File: src/rtl/ecc_cap_pkg.sv
package ecc_cap_pkg;
   // status bit positions; neighbouring software decodes these
   localparam int ST_OOR_ONE   = 0;
   localparam int ST_OOR_MULTI = 1;
   localparam int ST_CE_ONE    = 2;
   localparam int ST_CE_MULTI  = 3;
   localparam int ST_UE_ONE    = 4;
   localparam int ST_UE_MULTI  = 5;
   localparam int ST_INIT      = 6;
   localparam int NSTAT        = 7;
   localparam int SYN_LSB      = 16;

   // register word indices
   localparam int RA_STATUS  = 0;
   localparam int RA_MASK    = 1;
   localparam int RA_OOR_AL  = 2;
   localparam int RA_OOR_AH  = 3;
   localparam int RA_CE_AL   = 4;
   localparam int RA_CE_AH   = 5;
   localparam int RA_CE_DL   = 6;
   localparam int RA_CE_DH   = 7;
   localparam int RA_UE_AL   = 8;
   localparam int RA_UE_AH   = 9;
   localparam int RA_UE_DL   = 10;
   localparam int RA_UE_DH   = 11;
   localparam int NREGS      = 12;
endpackage

File: src/rtl/ecc_cap_class.sv
module ecc_cap_class #(
   parameter int AW       = 64,
   parameter int DW       = 64,
   parameter bit HAS_DATA = 1'b1
) (
   input  logic          clk,
   input  logic          rst_n,
   input  logic          ev_i,
   input  logic [AW-1:0] addr_i,
   input  logic [DW-1:0] data_i,
   input  logic          clr_one_i,
   input  logic          clr_multi_i,
   output logic          one_o,
   output logic          multi_o,
   output logic [AW-1:0] cap_addr_o,
   output logic [DW-1:0] cap_data_o
);
   logic          one_q, multi_q;
   logic [AW-1:0] cap_addr_q;
   logic          first_ev;

   assign first_ev = ev_i && !one_q;

   always_ff @(posedge clk) begin
      if (!rst_n) begin
         one_q      <= 1'b0;
         multi_q    <= 1'b0;
         cap_addr_q <= '0;
      end else begin
         if (ev_i)           one_q <= 1'b1;
         else if (clr_one_i) one_q <= 1'b0;
         if (ev_i && one_q)    multi_q <= 1'b1;
         else if (clr_multi_i) multi_q <= 1'b0;
         if (first_ev) cap_addr_q <= addr_i;
      end
   end

   generate
      if (HAS_DATA) begin : g_data
         logic [DW-1:0] cap_data_q;
         always_ff @(posedge clk) begin
            if (!rst_n)        cap_data_q <= '0;
            else if (first_ev) cap_data_q <= data_i;
         end
         assign cap_data_o = cap_data_q;
      end else begin : g_nodata
         logic unused_data;
         assign unused_data = ^data_i;
         assign cap_data_o  = '0;
      end
   endgenerate

   assign one_o      = one_q;
   assign multi_o    = multi_q;
   assign cap_addr_o = cap_addr_q;

   // first event of the class loads the capture
   p_first_capture_r2: assert property (@(posedge clk) disable iff (!rst_n)
      first_ev |=> (cap_addr_o == $past(addr_i)) && one_o);
   // a repeat event keeps the capture and flags multiple
   p_hold_on_repeat_r3: assert property (@(posedge clk) disable iff (!rst_n)
      (ev_i && one_q) |=> $stable(cap_addr_o) && $stable(cap_data_o) && multi_o);
endmodule

File: src/rtl/ecc_cap_rdmux.sv
module ecc_cap_rdmux #(
   parameter int RW    = 32,
   parameter int NREGS = 12,
   parameter int IW    = 4
) (
   input  logic [NREGS-1:0][RW-1:0] words_i,
   input  logic [IW-1:0]            idx_i,
   output logic [RW-1:0]            rdata_o
);
   always_comb begin
      rdata_o = '0;
      for (int i = 0; i < NREGS; i++)
         if (idx_i == IW'(i)) rdata_o = words_i[i];
   end
endmodule

File: src/rtl/ecc_err_capture.sv
module ecc_err_capture
   import ecc_cap_pkg::*;
#(
   parameter int AW = 64,
   parameter int DW = 64,
   parameter int SW = 8,
   parameter int RW = 32,
   parameter int IW = 4
) (
   input  logic          clk,
   input  logic          rst_n,
   input  logic          ev_oor,
   input  logic          ev_ce,
   input  logic          ev_ue,
   input  logic          ev_init,
   input  logic [AW-1:0] ev_addr,
   input  logic [DW-1:0] ev_data,
   input  logic [SW-1:0] ev_syn,
   input  logic [IW-1:0] reg_addr,
   input  logic          reg_we,
   input  logic [RW-1:0] reg_wdata,
   output logic [RW-1:0] reg_rdata,
   output logic          irq
);
   localparam int HALF_A = AW / 2;
   localparam int HALF_D = DW / 2;

   generate
      if (AW != 2*RW || DW != 2*RW) begin : g_bad_width
         initial $error("capture widths must be two register words");
      end
      if (SW > 8 || RW < SYN_LSB + 8) begin : g_bad_syn
         initial $error("syndrome field does not fit the status word");
      end
      if ((1 << IW) < NREGS) begin : g_bad_idx
         initial $error("register index too narrow");
      end
   endgenerate

   logic             st_wr, mk_wr;
   logic [NSTAT-1:0] clr;
   logic [NSTAT-1:0] stat;
   logic [NSTAT-1:0] mask_q;
   logic [SW-1:0]    syn_q;
   logic             init_q;
   logic [AW-1:0]    oor_a, ce_a, ue_a;
   logic [DW-1:0]    oor_d, ce_d, ue_d;
   logic             unused_wbits;

   assign st_wr = reg_we && (reg_addr == IW'(RA_STATUS));
   assign mk_wr = reg_we && (reg_addr == IW'(RA_MASK));
   assign clr   = st_wr ? reg_wdata[NSTAT-1:0] : '0;
   assign unused_wbits = ^{reg_wdata[RW-1:NSTAT], oor_d};

   ecc_cap_class #(.AW(AW), .DW(DW), .HAS_DATA(1'b0)) u_oor (
      .clk(clk), .rst_n(rst_n), .ev_i(ev_oor), .addr_i(ev_addr), .data_i(ev_data),
      .clr_one_i(clr[ST_OOR_ONE]), .clr_multi_i(clr[ST_OOR_MULTI]),
      .one_o(stat[ST_OOR_ONE]), .multi_o(stat[ST_OOR_MULTI]),
      .cap_addr_o(oor_a), .cap_data_o(oor_d));

   ecc_cap_class #(.AW(AW), .DW(DW), .HAS_DATA(1'b1)) u_ce (
      .clk(clk), .rst_n(rst_n), .ev_i(ev_ce), .addr_i(ev_addr), .data_i(ev_data),
      .clr_one_i(clr[ST_CE_ONE]), .clr_multi_i(clr[ST_CE_MULTI]),
      .one_o(stat[ST_CE_ONE]), .multi_o(stat[ST_CE_MULTI]),
      .cap_addr_o(ce_a), .cap_data_o(ce_d));

   ecc_cap_class #(.AW(AW), .DW(DW), .HAS_DATA(1'b1)) u_ue (
      .clk(clk), .rst_n(rst_n), .ev_i(ev_ue), .addr_i(ev_addr), .data_i(ev_data),
      .clr_one_i(clr[ST_UE_ONE]), .clr_multi_i(clr[ST_UE_MULTI]),
      .one_o(stat[ST_UE_ONE]), .multi_o(stat[ST_UE_MULTI]),
      .cap_addr_o(ue_a), .cap_data_o(ue_d));

   always_ff @(posedge clk) begin
      if (!rst_n) begin
         init_q <= 1'b0;
         syn_q  <= '0;
         mask_q <= '0;
      end else begin
         if (ev_init)             init_q <= 1'b1;
         else if (clr[ST_INIT])   init_q <= 1'b0;
         if (ev_ce || ev_ue)      syn_q  <= ev_syn;
         if (mk_wr)               mask_q <= reg_wdata[NSTAT-1:0];
      end
   end
   assign stat[ST_INIT] = init_q;

   assign irq = |(stat & ~mask_q);

   logic [NREGS-1:0][RW-1:0] words;
   always_comb begin
      words = '0;
      words[RA_STATUS][NSTAT-1:0]          = stat;
      words[RA_STATUS][SYN_LSB +: SW]      = syn_q;
      words[RA_MASK][NSTAT-1:0]            = mask_q;
      words[RA_OOR_AL] = oor_a[HALF_A-1:0];
      words[RA_OOR_AH] = oor_a[AW-1:HALF_A];
      words[RA_CE_AL]  = ce_a[HALF_A-1:0];
      words[RA_CE_AH]  = ce_a[AW-1:HALF_A];
      words[RA_CE_DL]  = ce_d[HALF_D-1:0];
      words[RA_CE_DH]  = ce_d[DW-1:HALF_D];
      words[RA_UE_AL]  = ue_a[HALF_A-1:0];
      words[RA_UE_AH]  = ue_a[AW-1:HALF_A];
      words[RA_UE_DL]  = ue_d[HALF_D-1:0];
      words[RA_UE_DH]  = ue_d[DW-1:HALF_D];
   end

   ecc_cap_rdmux #(.RW(RW), .NREGS(NREGS), .IW(IW)) u_rd (
      .words_i(words), .idx_i(reg_addr), .rdata_o(reg_rdata));

   // init pulse raises its flag
   p_init_flag_r7: assert property (@(posedge clk) disable iff (!rst_n)
      ev_init |=> stat[ST_INIT]);
   // syndrome follows the latest ECC event
   p_syn_latest_r6: assert property (@(posedge clk) disable iff (!rst_n)
      (ev_ce || ev_ue) |=> syn_q == $past(ev_syn));
   // acknowledge-all in a quiet cycle empties the status
   p_ack_all_r8: assert property (@(posedge clk) disable iff (!rst_n)
      (st_wr && &reg_wdata[NSTAT-1:0] && !(ev_oor || ev_ce || ev_ue || ev_init))
      |=> stat == '0);
   // a fully set mask keeps the interrupt low
   p_mask_all_r9: assert property (@(posedge clk) disable iff (!rst_n)
      (&mask_q) |-> !irq);
endmodule

File: config.mk
export PLATFORM = sky130hd
export DESIGN_NAME = ecc_err_capture
export DESIGN_NICKNAME = d
export VERILOG_FILES = /design/src/rtl/ecc_cap_pkg.sv /design/src/rtl/ecc_cap_class.sv /design/src/rtl/ecc_cap_rdmux.sv /design/src/rtl/ecc_err_capture.sv
export SDC_FILE = /design/constraint.sdc
export NUM_CORES = 1
export LEC_CHECK = 0
export BUFFER_PORTS_ARGS = -buffer_cell sky130_fd_sc_hd__buf_2
export CORE_MARGIN = 5
export CORE_UTILIZATION = 50
export DETAILED_ROUTE_END_ITERATION = 8
export PLACE_DENSITY = 0.71
export SLEW_MARGIN = 10
export SYNTH_ARGS = -nofsm -noshare
export SYNTH_HDL_FRONTEND = slang
export SYNTH_SLANG_ARGS = --single-unit
File: constraint.sdc
create_clock -name clk -period 2.4 [get_ports clk]
set_input_delay 0.48 -clock clk [delete_from_list [all_inputs] [get_ports clk]]
set_output_delay 0.48 -clock clk [all_outputs]
set_load 0.01 [all_outputs]
=== Word-level counts from Yosys, hierarchy flattened ===
Cells that the tools add are included.

* Input port bits: 179
* Register bits: 342
* Memories kept: 0
* Bits in writable memories: 0
* Word-level logic and storage cells: 75
* Memory bits (read-only): 0
* Output and inout bits: 33
* Bits in latches: 0

* Divide/modulo/power cells: 0
* Add/subtract/negate cells: 0
* $lt $le $gt $ge: 0
* Bitwise gates (word level): 2
* Shift-type cells: 0
* Eq/ne operators: 11
* Reductions and logical operators: 21
* Multipliers: 0
* Muxes and demuxes: 27

{| class="wikitable"
|+ Operator list
! operator !! number
|-
| $mux 32 || 10
|-
| $mux 24 || 2
|-
| $eq 4x3->1 const B || 4
|-
| $eq 4x4->1 const B || 4
|-
| $mux 1 || 14
|-
| $reduce_bool 2->1 || 7
|-
| $eq 4x2->1 const B || 2
|-
| $logic_and 1x1->1 || 8
|-
| $and 7x7->7 || 1
|-
| $mux 7 || 1
|-
| $not 7->7 || 1
|-
| $reduce_or 7->1 || 1
|-
| $eq 4x1->1 const B || 1
|-
| $logic_not 4->1 || 1
|-
| $logic_not 1->1 || 3
|-
| $logic_or 1x1->1 || 1
|}

=== Logic depth before layout (Yosys ltp) ===
Gate-level depths: netlist of the first run.

* Word-level depth: 13
* Depth in mapped cells: 8
* Mapped depth without buffers: 5

=== Cells and area by module ===
Synthesis of the first run repeated with hierarchy kept, for this count alone.

* Cell total of the unflattened synthesis: 2170
* Area total of the unflattened synthesis: 18928.2 µm²

{| class="wikitable"
|+ By module, submodules not included
! module !! sequential area each (µm²) !! cells an instance !! times used !! area an instance (µm²)
|-
| ecc_cap_class at u_ce ... || 2602.5 || 563 || 2 || 5310.1
|-
| ecc_cap_rdmux || 0.0 || 606 || 1 || 4281.6
|-
| ecc_cap_class at u_oor || 1321.3 || 350 || 1 || 3258.1
|-
| ecc_err_capture || 320.3 || 88 || 1 || 768.2
|}

=== Worst setup path before layout of the first run ===
Ideal clock, no wire load.

* Path kind: in2out
* From: input port reg_addr[2]
* To: output port reg_rdata[1]
* Required time: 1920 ps
* Stages on the path: 6
* Path slack: 209 ps
* Path buffers: 2
* Arrival: 1711 ps
* Cells stage by stage: buf_2 -> buf_6 -> mux2_2 -> a222oi_1 -> o221ai_1 -> o2bb2ai_1

* Longest elaborated chain between the ends: 13
* Elaborated cells on any way between the ends: 24
* Classes of those cells: eq/ne: 11; mux: 12; reduce/logical: 1

{| class="wikitable"
|+ RTL lines
! element !! line !! RTL
|-
| from (decl) || ecc_err_capture.sv:19 || <nowiki>input logic [IW-1:0] reg_addr,</nowiki>
|-
| $logic_not 4->1 || ecc_cap_rdmux.sv:13 || <nowiki>if (idx_i == IW'(i)) rdata_o = words_i[i];</nowiki>
|-
| $mux 24 (2 in a row) || ecc_cap_rdmux.sv:13 ||
|-
| $mux 32 (9 in a row) || ecc_cap_rdmux.sv:13 ||
|-
| $mux 32 * || ecc_cap_rdmux.sv:13 ||
|-
| to (decl) || ecc_err_capture.sv:22 || <nowiki>output logic [RW-1:0] reg_rdata,</nowiki>
|}

Every way passes the cells marked *; elsewhere a longest branch is shown, timed or not.

=== Worst setup path after layout of the first run ===
* From: register u_ue.multi_q, in the netlist u_ue.multi_o
* To: output port reg_rdata[5]

* Longest elaborated chain between the ends: 12

{| class="wikitable"
|+ RTL lines
! element !! line !! RTL
|-
| from (decl) || ecc_cap_class.sv:18 || <nowiki>logic one_q, multi_q;</nowiki>
|-
| from (signal assigned) || ecc_cap_class.sv:27 || <nowiki>multi_q <= 1'b0;</nowiki>
|-
| from (signal assigned) || ecc_cap_class.sv:32 || <nowiki>if (ev_i && one_q) multi_q <= 1'b1;</nowiki>
|-
| from (signal assigned) || ecc_cap_class.sv:33 || <nowiki>else if (clr_multi_i) multi_q <= 1'b0;</nowiki>
|-
| $mux 24 (2 in a row) || ecc_cap_rdmux.sv:13 ||
|-
| $mux 32 (10 in a row) || ecc_cap_rdmux.sv:13 ||
|}

Every way passes these cells.

==> results by group, run 1 <==
Power
  – Leak Pwr: 7.88 nW
  – Net Switching: 3.70 mW
  – Net Sw Frac: 26.8%
  – Power Density: 697 nW/um^2
  – Max IR drop VDD: 0.616 mV
  – Cell Int Power: 10.1 mW
  – Sequential Power Share: 44.8%
  – Combinational group share of total power: 14.3%
  – Clock power share: 40.9%

Floorplanning
  – Initial Util: 51.0%
  – Ports: 212
  – Row cnt: 64
  – Area of the die: 35000 sq um
  – Core ar.: 30700 sq um
  – Die X: 187 um
  – Die H: 187 um

Flow run
  – Max-Cap Viols: 0

Timing
  – Final setup margin: -0.159 ns
  – Count of final max-slew check failures: 0
  – Skew final: 0.0101 ns
  – Fmax: 0.391 GHz
  – Crit share post-route: 107%
  – Hold_ws: 0.200 ns
  – Setup TNS: -1.88 ns
  – Tmin final: 2.56 ns
  – Slew HR: 49.6%
  – RSZ-0062 raised after global routing: true
  – Final Hold Fails: 0
  – Worst slew pin tran: 0.755 ns
  – Final setup violation count: 25

Global routing
  – Total grt overflow: 0
  – First-pass GRT wire length: 81400 um
  – Total GRT Usage: 28.7%
  – Met2 usage: 51.0%
  – Vias in the first global route: 14.9k
  – GR peak layer: met2
  – Largest net degree at the start of global routing: 129
  – Met1 Use GR: 33.9%
  – Routing usage on met3: 4.89%
  – Initial antenna violation count: 8

Setup path
  – CP Launch Type: register
  – RR Endpoint: u_ce.cap_data_o[3]
  – Worst reg2reg path startpoint: u_ce.one_o
  – Reg2reg path depth: 5
  – Critical path capture point type: primary output
  – Critical Path RT: 1.92 ns
  – Max Fanout on Critical Path: 2
  – R2r setup slk: 0.73 ns
  – Setup Crit Path Kind: reg2out
  – Worst EP arrival: 2.08 ns

Detailed routing
  – Vias/cell: 5.68
  – Total Wirelength: 52500 um
  – Pre-antenna DRT Iters: 5
  – ANT nets after route: 0
  – Total via count in the routed design: 15.0k
  – Drt drc: 0
  – Drt wl/cell: 19.9 um
  – Violation count after the first detailed-route iteration: 1117

Clocking
  – Clock sink total: 342
  – Maximum clock insertion buffer count: 3
  – TritonCTS Buffers: 38
  – H-tree Lvls: 2
  – TritonCTS clock tree: yes
  – Clock Latency Late Sink: 0.53 ns
  – Root Driver: clkbuf_16
  – Clock Pin Slew Worst Setup and Hold Paths: 0.06 ns

Min path
  – Worst min-delay path class: in2reg
  – Min-delay src: ev_init
  – Hold Path End: init_q
  – Hold path depth: 3

Final layout
  – Final net count: 2385
  – Post-route core utilization: 64.4%
  – Layout filler cell count: 2569
  – Final std cells w/o fill: 2638
  – Final design area excluding fillers: 19800 sq um
  – Share of post-route cells with drive strength above 1: 24.7%
  – Area growth syn-to-layout: 26.3%

Yosys
  – Syn_nets: 2172
  – Yosys warns: 0
  – Post-synthesis sequential area ratio: 43.6%
  – FF+latch count, synth: 342
  – Ys async rst share: 0%
  – Post-synth EDFFs: 0
  – Mapped Avg Cell Area: 7.87 sq um
  – Synth unique cells: 46
  – Synthesized area: 15700 sq um
  – Gate count of the mapped netlist: 1993
  – Top_reg_cell synth: dfxtp_1

Placed design
  – Final GP Congestion: 0.899
  – Post-DP HPWL: 35600 um
  – Placed insts: 2542
  – Placed cell area: 17800 sq um
  – # port buffers: 186

Run status
  – Status: complete, but fails checks
  – Failing checks: setup timing
## what timing repair did
action / in CTS / in global routing
endpoints found under the setup margin: 32 / 31
buffers inserted: 9 / 7
pin swaps: 33 / 15
hold buffers: 0 / 0
gates cloned: 5 / 0
gates resized for setup: 123 / 60
## cell usage in the layout, fill, tap and decap left out, drive strengths merged, types with 14 or more instances in the layout
master and n:
nand2 738, dfxtp 342, a21boi 331, buf 330
o21ai 103, nor2 61, clkbuf 54, mux2 51
a21oi 44, nor2b 24, mux2i 21, a31oi 19
inv 14
## critical path: stages, from the launching register on
cell      delay (ns)
dfxtp_2         0.34
mux4_2          0.50
a221oi_4        0.32
a21oi_2         0.10
nor2_2          0.11
nor2_1          0.05
buf_2           0.14
## sequential cells by signal (all words and copies together) (netlist names)
name and flops:
init_q 1, mask_q 7, syn_q 8, u_ce.cap_addr_o 64
u_ce.cap_data_o 64, u_ce.multi_o 1, u_ce.one_o 1, u_oor.cap_addr_o 64
u_oor.multi_o 1, u_oor.one_o 1, u_ue.cap_addr_o 64, u_ue.cap_data_o 64
u_ue.multi_o 1, u_ue.one_o 1
## cells in the mapped netlist (all sizes together) (2+ instances only)
cell,number,area (sq um)
inv,12,45.0
nor3b,2,37.5
mux2,51,574
o2bb2ai,6,52.6
o221ai,3,26.3
a21oi,44,220
nor2,61,236
mux2i,21,210
clkbuf,124,465
nand3,4,20.0
mux4,7,158
dfxtp,342,6850
a211oi,2,20.0
nor3,4,30.0
a22o,2,17.5
buf,34,205
a222oi,4,40.0
o21ai,103,519
a22oi,9,67.6
nand2,738,2770
a221oi,11,96.3
a31oi,19,119
o211ai,2,15.0
nand2b,9,56.3
o22ai,9,56.3
a21boi,331,2480
nor2b,24,150
a2bb2oi,5,43.8
## cell families (layout without fill, tap and decap cells)
group	Yosys count	after routing	synth area share (%)
muxes	79	79	6.01
other	0	8	0
and+or+nand+nor	848	848	21.4
DFF	342	342	43.6
AOI/OAI and AO/OA	554	554	24.4
buffers and inverters	170	411	4.56
## metrics by stage
step / total power [mW] / setup WS [ns]
final: 13.8 / -0.159
after global routing: 14.3 / -0.228
after CTS: 13.8 / -0.180
after detailed placement: 8.10 / -0.337
after global placement: 8.05 / -0.288
after floorplan: 7.26 / 0.209
## power groups by stage
stage,combinational [mW],clock (mW),sequential [mW]
final,1.98,5.64,6.19
after global routing,2.14,5.99,6.22
after CTS,1.91,5.70,6.18
after detailed placement,1.80,0,6.30
after global placement,1.76,0,6.29
after floorplan,1.02,0,6.24
## final cells by class
cell class,count,area [sq um],share of cell area [%]
Multi-Input combinational cell,1481,8590,43.4
Sequential cell,342,6860,34.6
Timing Repair Buffer,331,2590,13.1
Clock buffer,54,1080,5.46
Tap cell,396,495,2.50
Clock inverter,14,125,0.632
Inverter,12,45.0,0.227
Antenna cell,8,20.0,0.101
## worst max-delay path by stage
stage / startpoint / endpoint / slack [ns] / cells after the start
after floorplan: reg_addr[2] / reg_rdata[1] / 0.21 / 6
after global placement: reg_addr[0] / reg_rdata[4] / -0.29 / 8
after detailed placement: reg_addr[0] / reg_rdata[4] / -0.34 / 8
after CTS: u_oor.multi_o / reg_rdata[1] / -0.18 / 5
after global routing: mask_q[5] / reg_rdata[5] / -0.23 / 6
final: u_ue.multi_o / reg_rdata[5] / -0.16 / 6
## routing by layer
metal / part of all wire [%] / wire length (um)
met1: 38 / 20000
met3: 7.1 / 3710
met2: 50 / 26100
met5: 0.14 / 74
met4: 4.9 / 2580
No activity file was read; power rests on OpenSTA's default activity.
==> run 2, diff against run 1 <==
--- a/config.mk
+++ b/config.mk
@@ -7,9 +7,9 @@
 export LEC_CHECK = 0
 export BUFFER_PORTS_ARGS = -buffer_cell sky130_fd_sc_hd__buf_2
 export CORE_MARGIN = 5
-export CORE_UTILIZATION = 50
+export CORE_UTILIZATION = 55
 export DETAILED_ROUTE_END_ITERATION = 8
-export PLACE_DENSITY = 0.71
+export PLACE_DENSITY = 0.77
 export SLEW_MARGIN = 10
 export SYNTH_ARGS = -nofsm -noshare
 export SYNTH_HDL_FRONTEND = slang
==> results by group, run 2 (same netlist as run 1, synthesis figures left out) <==
Detailed routing
  – Total Wirelength: 54100 um
  – ANT nets after route: 0
  – Drt wl/cell: 20.8 um
  – Vias/cell: 5.91
  – Pre-antenna DRT Iters: 6
  – Violation count after the first detailed-route iteration: 1550
  – Drt drc: 0
  – Total via count in the routed design: 15.4k

Timing
  – Final setup violation count: 22
  – Crit share post-route: 109%
  – Final Hold Fails: 0
  – Worst slew pin tran: 0.607 ns
  – Slew HR: 59.5%
  – Count of final max-slew check failures: 0
  – Skew final: 0.00814 ns
  – Final setup margin: -0.211 ns
  – Tmin final: 2.61 ns
  – Fmax: 0.383 GHz
  – RSZ-0062 raised after global routing: true
  – Setup TNS: -1.76 ns

Clocking
  – Root Driver: clkbuf_16
  – TritonCTS Buffers: 37
  – Clock Latency Late Sink: 0.52 ns
  – Clock Pin Slew Worst Setup and Hold Paths: 0.06 ns
  – TritonCTS clock tree: yes
  – Maximum clock insertion buffer count: 3
  – H-tree Lvls: 2
  – Post-CTS Hold Buffers: 0
  – Clock sink total: 342

Global routing
  – Total GRT Usage: 31.2%
  – First-pass GRT wire length: 78500 um
  – Largest net degree at the start of global routing: 108
  – Vias in the first global route: 14.8k
  – Initial antenna violation count: 7
  – Total grt overflow: 0

Flow run
  – Max-Cap Viols: 0

Placed design
  – # port buffers: 186
  – Placed insts: 2510
  – Post-DP HPWL: 34900 um
  – Final GP Congestion: 0.898

Setup path
  – Worst EP arrival: 2.13 ns
  – CP Launch Type: register
  – Max Fanout on Critical Path: 3
  – Setup Crit Path Kind: reg2out
  – Critical path capture point type: primary output
  – Critical Path RT: 1.92 ns

Floorplanning
  – Die X: 179 um
  – Row cnt: 61
  – Core ar.: 28000 sq um
  – Die H: 179 um
  – Initial Util: 56.0%
  – Area of the die: 32000 sq um
  – Ports: 212

Power
  – Sequential Power Share: 44.5%
  – Max IR drop VDD: 0.547 mV
  – Leak Pwr: 7.96 nW
  – Cell Int Power: 10.3 mW
  – Net Sw Frac: 26.4%
  – Net Switching: 3.67 mW
  – Combinational group share of total power: 14.6%
  – Power Density: 697 nW/um^2
  – Clock power share: 40.9%

Final layout
  – Most frequent cells in the layout: nand2_1, dfxtp_1, a21boi_0
  – Area growth syn-to-layout: 27.3%
  – Share of post-route cells with drive strength above 1: 24.7%
  – Final net count: 2375
  – Final std cells w/o fill: 2600
  – Post-route core utilization: 71.3%
  – Commonest non-fill, non-tap cell in the layout: nand2_1

Run status
  – Failing checks: setup timing
  – Status: complete, but fails checks

Min path
  – Worst min-delay path class: in2reg
-- run 2: cell type report --
class	count	area, sq um
multi-input cells	1481	8670
fillers	2087	8030
flip-flops and latches	342	6860
repair buffers	322	2730
clock buffers	50	1050
well taps	378	473
clock inverters	11	141
inverters	12	45.0
diodes	4	10.0
-- run 2: final timing paths --
check	from	slack (ns)	to	depth (start not counted)
max	u_oor.multi_o	-0.21	reg_rdata[1]	5
min	ev_init	0.19	init_q	3
max reg2reg	u_ce.one_o	0.71	u_ce.cap_addr_o[53]	5
min reg2reg	u_oor.cap_addr_o[45]	0.46	u_oor.cap_addr_o[45]	2
-- run 2: layer usage --
metal	part of all wire [%]	global-route usage [%]	up-vias
met3	7.7	5.80	248
met1	36	35.2	7316
li1	-	-	7059
met4	7.7	21.9	12
met2	48	53.1	743
met5	0.18	0	-
-- run 2: what timing repair did --
| item | in CTS | in global routing |
|---|---|---|
| pin swaps | 33 | 35 |
| setup buffers | 12 | 6 |
| cloned | 3 | 8 |
| gates resized for setup | 111 | 103 |
| endpoints found under the setup margin | 32 | 31 |
-- run 2: power by group through the flow --
stage               Clock [mW]  Combinational, mW  Sequential, mW
floorplan                    0               1.02            6.24
global placement             0               1.74            6.29
detailed placement           0               1.78            6.31
CTS                       5.72               1.89            6.19
global route              5.98               2.17            6.23
finish                    5.69               2.03            6.21
-- run 2: critical path: stages, from the launching register on --
cell and delay, ns:
dfxtp_2 0.35, mux2_2 0.26, a222oi_1 0.44, o221ai_1 0.23
o2bb2ai_1 0.19, buf_2 0.15
-- run 2: stage by stage --
step,cell area (sq um),hold slack (ns),total power [mW],setup WS (ns)
floorplan,15700,0.438,7.26,0.209
finish,20000,0.195,13.9,-0.211
global placement,17700,0.445,8.03,-0.301
global route,20000,0.218,14.4,-0.305
detailed placement,17700,0.455,8.09,-0.308
CTS,19400,0.191,13.8,-0.182
